`src/rtl/pwm_rep_pkg.sv`:
```
package pwm_rep_pkg;

   // Counting direction of the main timer
   typedef enum logic {
      DIR_UP   = 1'b0,
      DIR_DOWN = 1'b1
   } cnt_dir_e;

   // Upper limit accepted for the counter width parameter
   localparam int unsigned MAX_CNT_W = 16;

endpackage

```
`src/rtl/pwm_rep_counter.sv`:
```
module pwm_rep_counter
   import pwm_rep_pkg::*;
#(
   parameter int unsigned CNT_W = 12
) (
   input  logic             clk,
   input  logic             rst_n,
   input  logic             center,
   input  logic             resync,
   input  logic [CNT_W-1:0] period,
   output logic [CNT_W-1:0] cnt,
   output logic             wrap_ev
);

   localparam logic [CNT_W-1:0] ONE = CNT_W'(1);

   cnt_dir_e         dir_q, dir_d;
   logic [CNT_W-1:0] cnt_q, cnt_d;
   logic             turn;

   always_comb begin
      cnt_d = cnt_q;
      dir_d = dir_q;
      turn  = 1'b0;
      if (!center) begin
         dir_d = DIR_UP;
         if (cnt_q >= period) begin
            turn  = 1'b1;
            cnt_d = '0;
         end else begin
            cnt_d = cnt_q + ONE;
         end
      end else if (dir_q == DIR_UP) begin
         if (cnt_q >= period) begin
            turn  = 1'b1;
            dir_d = DIR_DOWN;
            cnt_d = (cnt_q == '0) ? '0 : cnt_q - ONE;
         end else begin
            cnt_d = cnt_q + ONE;
         end
      end else begin
         if (cnt_q == '0) begin
            turn  = 1'b1;
            dir_d = DIR_UP;
            cnt_d = (period == '0) ? '0 : ONE;
         end else begin
            cnt_d = cnt_q - ONE;
         end
      end
      if (resync) begin
         turn  = 1'b0;
         cnt_d = '0;
         dir_d = DIR_UP;
      end
   end

   always_ff @(posedge clk or negedge rst_n) begin
      if (!rst_n) begin
         cnt_q <= '0;
         dir_q <= DIR_UP;
      end else begin
         cnt_q <= cnt_d;
         dir_q <= dir_d;
      end
   end

   assign cnt     = cnt_q;
   assign wrap_ev = turn;

endmodule

```
`src/rtl/pwm_rep_gate.sv`:
```
module pwm_rep_gate #(
   parameter int unsigned REP_W = 8
) (
   input  logic             clk,
   input  logic             rst_n,
   input  logic             wrap_ev,
   input  logic             resync,
   input  logic             mrep_we,
   input  logic [REP_W-1:0] mrep_wdata,
   output logic             upd,
   output logic [REP_W-1:0] rep_cnt,
   output logic [REP_W-1:0] mrep_q
);

   localparam logic [REP_W-1:0] ONE = REP_W'(1);

   logic [REP_W-1:0] rep_q;
   logic [REP_W-1:0] mrep_r;
   logic             rep_zero;

   assign rep_zero = (rep_q == '0);
   assign upd      = wrap_ev & rep_zero;

   always_ff @(posedge clk or negedge rst_n) begin
      if (!rst_n) begin
         mrep_r <= '0;
      end else if (mrep_we) begin
         mrep_r <= mrep_wdata;
      end
   end

   always_ff @(posedge clk or negedge rst_n) begin
      if (!rst_n) begin
         rep_q <= '0;
      end else if (resync) begin
         rep_q <= mrep_r;
      end else if (wrap_ev) begin
         rep_q <= rep_zero ? mrep_r : rep_q - ONE;
      end
   end

   assign rep_cnt = rep_q;
   assign mrep_q  = mrep_r;

endmodule

```
`src/rtl/pwm_rep_cmp_bank.sv`:
```
module pwm_rep_cmp_bank #(
   parameter int unsigned CNT_W = 12,
   parameter int unsigned NCH   = 4,
   parameter int unsigned SEL_W = 3
) (
   input  logic                 clk,
   input  logic                 rst_n,
   input  logic                 wr_en,
   input  logic [SEL_W-1:0]     wr_sel,
   input  logic [CNT_W-1:0]     wr_data,
   input  logic                 upd,
   output logic [NCH*CNT_W-1:0] act_flat
);

   for (genvar i = 0; i < NCH; i++) begin : g_ch
      logic [CNT_W-1:0] shadow_q;
      logic [CNT_W-1:0] live_q;
      logic             hit;

      assign hit = wr_en && (wr_sel == SEL_W'(i));

      always_ff @(posedge clk or negedge rst_n) begin
         if (!rst_n) begin
            shadow_q <= '0;
         end else if (hit) begin
            shadow_q <= wr_data;
         end
      end

      always_ff @(posedge clk or negedge rst_n) begin
         if (!rst_n) begin
            live_q <= '0;
         end else if (upd) begin
            live_q <= shadow_q;
         end
      end

      assign act_flat[i*CNT_W +: CNT_W] = live_q;
   end

endmodule

```
`src/rtl/pwm_rep_phase_out.sv`:
```
module pwm_rep_phase_out #(
   parameter int unsigned CNT_W = 12
) (
   input  logic [CNT_W-1:0] cnt,
   input  logic [CNT_W-1:0] duty,
   input  logic [CNT_W-1:0] period,
   output logic             level
);

   logic nonzero;
   logic below;
   logic saturate;

   assign nonzero  = (duty != '0);
   assign below    = (cnt < duty);
   assign saturate = (duty >= period);
   assign level    = nonzero & (below | saturate);

endmodule

```
`src/rtl/pwm_rep_timer.sv`:
```
module pwm_rep_timer #(
   parameter int unsigned CNT_W = 12,
   parameter int unsigned REP_W = 8,
   parameter int unsigned NPH   = 3,
   localparam int unsigned NCH     = NPH + 1,
   localparam int unsigned SEL_W   = $clog2(NPH + 2),
   localparam int unsigned REP_SEL = NPH + 1
) (
   input  logic             clk,
   input  logic             rst_n,
   input  logic             center_mode,
   input  logic             wr_en,
   input  logic [SEL_W-1:0] wr_sel,
   input  logic [CNT_W-1:0] wr_data,
   input  logic             resync,
   output logic [CNT_W-1:0] cnt,
   output logic [NPH-1:0]   pwm_out,
   output logic             upd_irq,
   output logic             upd_dbg
);

   // Elaboration-time parameter checks
   if (CNT_W < 2 || CNT_W > pwm_rep_pkg::MAX_CNT_W) begin : g_bad_cnt_w
      $error("pwm_rep_timer: CNT_W out of range");
   end
   if (REP_W < 1 || REP_W > CNT_W) begin : g_bad_rep_w
      $error("pwm_rep_timer: REP_W must be 1..CNT_W");
   end
   if (NPH < 1) begin : g_bad_nph
      $error("pwm_rep_timer: NPH must be at least 1");
   end

   logic                 wrap_ev;
   logic                 upd;
   logic [REP_W-1:0]     rep_cnt;
   logic [REP_W-1:0]     mrep_q;
   logic [NCH*CNT_W-1:0] act_flat;
   logic [CNT_W-1:0]     period_act;
   logic                 mrep_we;
   logic                 irq_q;
   logic                 dbg_q;

   assign period_act = act_flat[CNT_W-1:0];
   assign mrep_we    = wr_en && (wr_sel == SEL_W'(REP_SEL));

   pwm_rep_counter #(.CNT_W(CNT_W)) u_cnt (
      .clk     (clk),
      .rst_n   (rst_n),
      .center  (center_mode),
      .resync  (resync),
      .period  (period_act),
      .cnt     (cnt),
      .wrap_ev (wrap_ev)
   );

   pwm_rep_gate #(.REP_W(REP_W)) u_gate (
      .clk        (clk),
      .rst_n      (rst_n),
      .wrap_ev    (wrap_ev),
      .resync     (resync),
      .mrep_we    (mrep_we),
      .mrep_wdata (wr_data[REP_W-1:0]),
      .upd        (upd),
      .rep_cnt    (rep_cnt),
      .mrep_q     (mrep_q)
   );

   pwm_rep_cmp_bank #(.CNT_W(CNT_W), .NCH(NCH), .SEL_W(SEL_W)) u_bank (
      .clk      (clk),
      .rst_n    (rst_n),
      .wr_en    (wr_en),
      .wr_sel   (wr_sel),
      .wr_data  (wr_data),
      .upd      (upd),
      .act_flat (act_flat)
   );

   for (genvar p = 0; p < NPH; p++) begin : g_phase
      pwm_rep_phase_out #(.CNT_W(CNT_W)) u_out (
         .cnt    (cnt),
         .duty   (act_flat[(p+1)*CNT_W +: CNT_W]),
         .period (period_act),
         .level  (pwm_out[p])
      );
   end

   always_ff @(posedge clk or negedge rst_n) begin
      if (!rst_n) begin
         irq_q <= 1'b0;
         dbg_q <= 1'b0;
      end else begin
         irq_q <= upd;
         dbg_q <= dbg_q ^ upd;
      end
   end

   assign upd_irq = irq_q;
   assign upd_dbg = dbg_q;

endmodule

```
`config.mk`:
```
export PLATFORM = sky130hd
export DESIGN_NAME = pwm_rep_timer
export DESIGN_NICKNAME = d
export VERILOG_FILES = /design/src/rtl/pwm_rep_pkg.sv /design/src/rtl/pwm_rep_counter.sv /design/src/rtl/pwm_rep_gate.sv /design/src/rtl/pwm_rep_cmp_bank.sv /design/src/rtl/pwm_rep_phase_out.sv /design/src/rtl/pwm_rep_timer.sv
export SDC_FILE = /design/constraint.sdc
export NUM_CORES = 1
export LEC_CHECK = 0
export BUFFER_PORTS_ARGS = -buffer_cell sky130_fd_sc_hd__buf_4
export CAP_MARGIN = 40
export CORE_MARGIN = 1.5
export CORE_UTILIZATION = 49
export CTS_BUF_LIST = sky130_fd_sc_hd__clkbuf_4
export DETAILED_ROUTE_END_ITERATION = 10
export PLACE_DENSITY_LB_ADDON = 0.1
export SYNTH_ARGS = -nofsm -noshare
export SYNTH_HDL_FRONTEND = slang
export SYNTH_SLANG_ARGS = --single-unit
export TNS_END_PERCENT = 50
```
`constraint.sdc`:
```
create_clock -name clk -period 3.5 [get_ports clk]
set_input_delay 0.525 -clock clk [delete_from_list [all_inputs] [get_ports clk]]
set_output_delay 0.525 -clock clk [all_outputs]
set_load 0.02 [all_outputs]
```
==> summary.txt, run 1 <==
status = completed
Die H = 128.4 um
ys async rst share = 100.0%
CP Class = flip-flop to output pin
Syn Inst Count = 661
complex-gate fraction of the synthesized area = 10.90%
largest area contributor in the netlist = dfrtp_1
nets@finish = 820
Skew-Pair Late Insertion Delay = 550 ps
drt via density = 5.825
mux share of post-synthesis cell area = 18.08%
Slowest cell on crit path = dfrtp_1
Placed Cells = 903
Critical R2R Capture = u_bank.g_ch[0].live_q[10]$_DFFE_PN0P_
Main synth FF type = dfrtp_1
post-route setup TNS = 0 ps
DRT iter0 DRCs = 407
CP Launch Type = flip-flop
VDD IR max = 0.0004695 V
Max Cap Violations = 0
Worst-path clk slew = 130 ps
Final Cycle Share = 95.59%
leakage = 4.132 nW
max frequency = 298.9 MHz
top-area cell type share of the netlist area = 41.27%
FP Rows = 45
Setup WS post-layout = 154.4 ps
final antenna-violating net count = 0
Setup crit end kind = output pin
post-synthesis cell type count = 56
flop-to-flop setup slack = 400 ps
Synth Net Count = 767
DPL Wire Length = 14.38 mm
Synth Area in Adders = 13.97%
Slew Limit Headroom = 49.39%
hold buffer count at CTS = 0
largest family of logic cells by synthesized area = multiplexers
most frequent cell after synthesis = dfrtp_1
worst reg2reg path depth = 9
Power Density = 958.0 nW/um^2
worst path required time = 2970 ps
initial core utilization = 50.47%
xor and xnor area share after synthesis = 1.024%
H-tree depth = 4
CTS Buffer Depth = 2
#FFs+latches synth = 127
Num CTS Buffers = 17
largest net degree at the start of global routing = 54
CTS tree = built
CORE AREA = 15260 um^2
Setup-failing EPs final = 0
Worst R2R Start = u_cnt.cnt[0]$_DFF_PN0_
syn avg cell area = 11.65 um^2
Post-route DRC = 0
HP Class = input port to async pin
fin cells = 939
WL/cell = 20.50 um
commonest cells in the synthesized netlist = dfrtp_1, ha_1, inv_1
final hold slack = 22.50 ps
dpl ws = 445.5 ps
Post-synth EDFFs = 0
worst-path maximum fanout = 4
slew of the pin with the lowest slew margin = 759.1 ps
Netlist Area Pre-Place = 7701 um^2
RSZ-0062 raised after global routing = false
WL final = 19.25 mm
final setup skew = 33.50 ps
initial antenna violation count = 1
Seq/Total Area, Yosys = 41.27%
min Tclk post-route = 3346 ps
simple-gate share of the synthesized area = 9.293%
DR vias = 5470
global route overflow = 0
I/O Buffers = 36
Ys Warns = 0
number of global-route vias before repair = 5520
first-pass iteration count of the detailed router = 5
final hold vios = 0
Util after Layout = 55.94%
Global Route Usage Sum = 24.73%
Layout fillers = 1307
Critical Path AT = 2820 ps
critical path cell sequence = inv_1 -> ha_1 -> a21o_1 -> a211oi_1 -> o31ai_1 -> a221oi_2 -> o2bb2ai_1 -> buf_4
die width = 128.4 um
root buffer cell = clkbuf_4
first-pass GRT wire length = 30.49 mm
Crit path largest cell delay = 440 ps
Layout area overhead = 10.84%
share of cells above drive strength 1 = 27.55%
Clock Sinks = 127
fin. max-slew vios = 0
IO Pins = 37
die footprint = 16480 um^2
RD Place Congestion = 0.9026
top cells by area, synth = dfrtp_1, ha_1, mux2_4, mux2_2, a21o_1
## flip-flops by register name, indices dropped and copies added (netlist names)
signal,count
u_cnt.cnt,12
u_gate.mrep_q,8
u_gate.rep_cnt,8
u_cnt.dir_q,1
u_bank.g_ch.shadow_q,48
upd_irq,1
u_bank.g_ch.live_q,48
upd_dbg,1
## worst max-delay path by stage
stage                                          from                                    to  slack [ps]
2_1_floorplan                u_cnt.cnt[9]$_DFF_PN0_  u_bank.g_ch[0].live_q[0]$_DFFE_PN0P_         570
3_3_place_gp   u_bank.g_ch[0].live_q[0]$_DFFE_PN0P_                            pwm_out[0]         440
3_5_place_dp                 u_cnt.cnt[0]$_DFF_PN0_         u_gate.rep_cnt[1]$_DFFE_PN0P_         450
4_1_cts        u_bank.g_ch[0].live_q[0]$_DFFE_PN0P_                            pwm_out[0]          40
5_1_grt        u_bank.g_ch[1].live_q[0]$_DFFE_PN0P_                            pwm_out[0]          30
6_report       u_bank.g_ch[0].live_q[1]$_DFFE_PN0P_                            pwm_out[0]         150
## area by class of cell
class | instances | area [um^2] | area share, %
Antenna cell | 2 | 5.005 | 0.05863
Clock inverter | 14 | 158.9 | 1.862
Clock buffer | 17 | 127.6 | 1.495
Timing Repair Buffer | 59 | 467.9 | 5.482
Multi-Input combinational cell | 451 | 4115 | 48.21
Inverter | 58 | 217.7 | 2.551
Tap cell | 211 | 264.0 | 3.093
Sequential cell | 127 | 3179 | 37.25
## per-layer routing
| layer | GRT usage (%) | vias up | routed length (um) |
|---|---|---|---|
| li1 | - | 2537 | - |
| met1 | 34.20 | 2734 | 9169 |
| met2 | 37.51 | 158 | 8481 |
| met3 | 5.114 | 41 | 887 |
| met4 | 11.50 | 0 | 715 |
| met5 | 0 | - | 0 |
## layout by cell type (no fill, tap or decap), types with 9 or more instances in the layout
master and count:
nand2b_1 9, clkbuf_4 17, o21ai_0 11, ha_1 86, nor3_1 12, nand4_1 11, nand2_1 17, a21o_1 35
nor2_1 21, inv_1 58, a21oi_1 26, buf_4 57, mux2_2 57, nand3_1 9, dfrtp_1 126, nor4_1 15
mux2_4 48, and3_1 11
## where the power goes
group | switching [W] | internal (W) | leakage [nW]
combinational | 0.00248 | 0.00225 | 2.36
sequential | 0.000511 | 0.00189 | 1.62
clock | 0.000617 | 0.000433 | 0.148
## through the flow
stage | cell area [um^2] | total power [W]
3_5_place_dp | 8214 | 0.007079
4_1_cts | 8507 | 0.008167
3_3_place_gp | 8214 | 0.006925
6_report | 8536 | 0.008178
2_1_floorplan | 7701 | 0.005718
5_1_grt | 8536 | 0.008846
## kinds of logic (layout without fill, tap and decap cells)
logic type	count (synthesis)	after routing
adders and majority gates	86	86
and+or+nand+nor	128	128
DFF	127	127
buffers and inverters	83	148
xor gates and xnor gates	9	9
AOI/OAI and AO/OA	120	120
muxes	108	108
other	0	2
## critical path: cells and delay by family, from the launching register on
| family | cells | cell delay, ps |
|---|---|---|
| AO/OA/AOI/OAI | 5 | 1190 |
| adder cells (fa/ha/maj) | 1 | 270 |
| flip-flops | 1 | 440 |
| buffers and inverters | 2 | 380 |
## timing repair
| item | CTS | global route |
|---|---|---|
| setup buffers | 0 | 3 |
| resized for setup | 1 | 1 |
| pin swaps | 0 | 1 |
| setup endpoints to repair | 1 | 1 |
(Power assumes the default switching activity.)
==> inputs of run 2 (changes only) <==
--- a/config.mk
+++ b/config.mk
@@ -5,13 +5,14 @@
 export SDC_FILE = /design/constraint.sdc
 export NUM_CORES = 1
 export LEC_CHECK = 0
-export BUFFER_PORTS_ARGS = -buffer_cell sky130_fd_sc_hd__buf_4
+export BUFFER_PORTS_ARGS = -buffer_cell sky130_fd_sc_hd__buf_2
 export CAP_MARGIN = 40
 export CORE_MARGIN = 1.5
 export CORE_UTILIZATION = 49
 export CTS_BUF_LIST = sky130_fd_sc_hd__clkbuf_4
 export DETAILED_ROUTE_END_ITERATION = 10
 export PLACE_DENSITY_LB_ADDON = 0.1
+export SLEW_MARGIN = 10
 export SYNTH_ARGS = -nofsm -noshare
 export SYNTH_HDL_FRONTEND = slang
 export SYNTH_SLANG_ARGS = --single-unit
==> run 2 against run 1 <==
  * Core utilization is 0.33 points lower
  * Critical path depth is 1 higher
  * Global-route usage is 0.61 points lower
  * Final area is 0.59% lower
  * Register-to-register slack worse by 140 ps
  * Fmax is 0.20% higher
  * Count of clock-buffer cells in the layout is 1 higher
  * Total power hardly changed
  * Highest routed layer unchanged
  * Die area stayed put
  * Combinational power is 3% lower
  * Non-clock buffer count is 3 lower
==> summary.txt, run 2 (synthesis gave the netlist of run 1 again) <==
first-pass iteration count of the detailed router = 4 (-1)
commonest non-fill, non-tap cell in the layout = dfrtp_1
Layout area overhead = 10.19%
share of cells above drive strength 1 = 26.93% (-0.61 points)
post-route cell area = 8486 um^2 (-0.59%)
drt via density = 5.658 (-2.9%)
Skew-Pair Late Insertion Delay = 560 ps (about the same)
CP dominant cell by count = a21o_1
fin. max-slew vios = 0 (unchanged)
H-tree depth = 4 (unchanged)
DR top layer = met4
Bufs and invs on worst path = 2 (unchanged)
Die H = 128.4 um (unchanged)
CP Launch Type = flip-flop
Post-route DRC = 0 (unchanged)
CTS Buffer Depth = 2 (unchanged)
post-route setup TNS = 0 ps (unchanged)
CORE AREA = 15260 um^2 (unchanged)
Post-CTS Setup Bufs = 0 (unchanged)
initial core utilization = 50.47% (unchanged)
HP Class = input port to flip-flop
WL final = 18.71 mm (-2.8%)
VDD IR max = 0.0004574 V (-2.6%)
slew of the pin with the lowest slew margin = 746.4 ps (-12.71 ps)
CTS tree = built
dpl ws = 320.1 ps (-125.4 ps)
min Tclk post-route = 3339 ps (-6.650 ps)
number of global-route vias before repair = 5288 (-4.2%)
Slew Limit Headroom = 50.10% (+0.71 points)
final setup skew = 12.39 ps (-21.11 ps)
critical path cell sequence = inv_1 -> ha_1 -> a21o_1 -> a21o_1 -> a21oi_1 -> o31ai_1 -> a221oi_2 -> o2bb2ai_1 -> buf_2
I/O Buffers = 36 (unchanged)
Num CTS Buffers = 17 (unchanged)
Setup WS post-layout = 161.0 ps (+6.650 ps)
die footprint = 16480 um^2 (unchanged)
FP Rows = 45 (unchanged)
Max Cap Violations = 0 (unchanged)
Slowest cell on crit path = dfrtp_1
root buffer cell = clkbuf_4
WL/cell = 19.99 um (-2.5%)
Clock Sinks = 127 (unchanged)
IO Pins = 37 (unchanged)
Global Route Usage Sum = 24.12% (-0.61 points)
DRT iter0 DRCs = 388 (-4.7%)
Layout fillers = 1328 (+1.6%)
Final Cycle Share = 95.40% (-0.19 points)
DRT met1 WL = 8.913 mm (-2.8%)
Crit path largest cell delay = 430 ps (about the same)
Post-DP Area = 8119 um^2 (-1.2%)
first-pass GRT wire length = 29.61 mm (-2.9%)
Power Density = 962.8 nW/um^2 (+0.50%)
max frequency = 299.5 MHz (+0.20%)
status = completed
initial antenna violation count = 1 (unchanged)
nets@finish = 817 (-0.37%)
DR vias = 5296 (-3.2%)
leakage = 4.137 nW (+0.14%)
RD Place Congestion = 0.8962 (-0.71%)
final antenna-violating net count = 0 (unchanged)
die width = 128.4 um (unchanged)
Worst-path clk slew = 110 ps (-20 ps)
worst-path maximum fanout = 4 (unchanged)
commonest non-fill, non-tap cells in the layout = dfrtp_1, ha_1, inv_1
Critical Path AT = 2810 ps (about the same)
RSZ-0062 raised after global routing = false
Setup crit end kind = output pin
DPL Wire Length = 14.04 mm (-2.4%)
CP Class = flip-flop to output pin
largest net degree at the start of global routing = 72 (+33%)
routed wl met2 = 8.538 mm (+0.67%)
global route overflow = 0 (unchanged)
final hold vios = 0 (unchanged)
Setup-failing EPs final = 0 (unchanged)
Tot Pwr = 0.008170 W (about the same)
CP top delay family = compound AO/OA/AOI/OAI gates
WL met3 = 881 um (-0.68%)
worst path required time = 2970 ps (about the same)
[run 2: cell count changes in the layout (fill, tap and decap cells not counted), moves of 2 or more]
cell	before	now
buf_4	57	18
buf_2	0	35
bufinv_16	2	5
clkinvlp_4	3	0
inv_8	2	0
[run 2: layout make-up]
| cell class | instances | area, um^2 | area share [%] |
|---|---|---|---|
| multi-input combinational | 451 | 4115 | 48.50 |
| sequential | 127 | 3178 | 37.45 |
| clock inverter | 14 | 212.7 | 2.507 |
| timing repair buffer | 56 | 360.3 | 4.247 |
| inverter | 58 | 217.7 | 2.566 |
| tap | 211 | 264.0 | 3.111 |
| antenna | 1 | 2.502 | 0.02949 |
| clock buffer | 18 | 135.1 | 1.592 |
[run 2: repair_timing]
item / 4_1_cts / 5_1_grt
resized for setup: 0 / 1
endpoints found under the hold margin: 34 / 0
endpoints found under the setup margin: 0 / 1
hold buffers: 1 / 0
[run 2: metrics by stage]
step / hold WS [ps] / instances / util, %
4_1_cts: 199.9 / 935 / 55.56
3_3_place_gp: 464.4 / 902 / 53.21
6_report: 241.0 / 936 / 55.61
5_1_grt: 206.1 / 936 / 55.61
3_5_place_dp: 456.4 / 902 / 53.21
2_1_floorplan: 229.4 / 661 / -
[run 2: path summary, 6_finish.rpt]
kind | from | to | slack [ps] | depth (start not counted)
worst max-delay path | u_bank.g_ch[0].live_q[5]$_DFFE_PN0P_ | pwm_out[0] | 160 | 9
worst min-delay path | wr_data[8] | u_bank.g_ch[1].shadow_q[8]$_DFFE_PN0P_ | 240 | 2
worst max register to register | u_bank.g_ch[0].live_q[9]$_DFFE_PN0P_ | u_bank.g_ch[0].live_q[9]$_DFFE_PN0P_ | 260 | 9
worst min register to register | upd_dbg$_DFF_PN0_ | upd_dbg$_DFF_PN0_ | 470 | 1
max in group asynchronous | rst_n | u_gate.mrep_q[6]$_DFFE_PN0P_ | 2250 | 3
min in group asynchronous | rst_n | u_bank.g_ch[2].live_q[9]$_DFFE_PN0P_ | 480 | 2
[run 2: routing by layer]
metal / up-vias / global-route usage (%)
li1: 2540 / -
met1: 2608 / 33.64
met2: 122 / 37.98
met3: 26 / 4.948
met4: 0 / 7.667
met5: - / 0
[run 2: report_power, final]
group	leakage, nW	internal (W)	switching (W)
combinational	2.33	0.00211	0.00248
sequential	1.62	0.00189	0.000477
clock	0.188	0.000648	0.000570
total	4.14	0.00465	0.00352
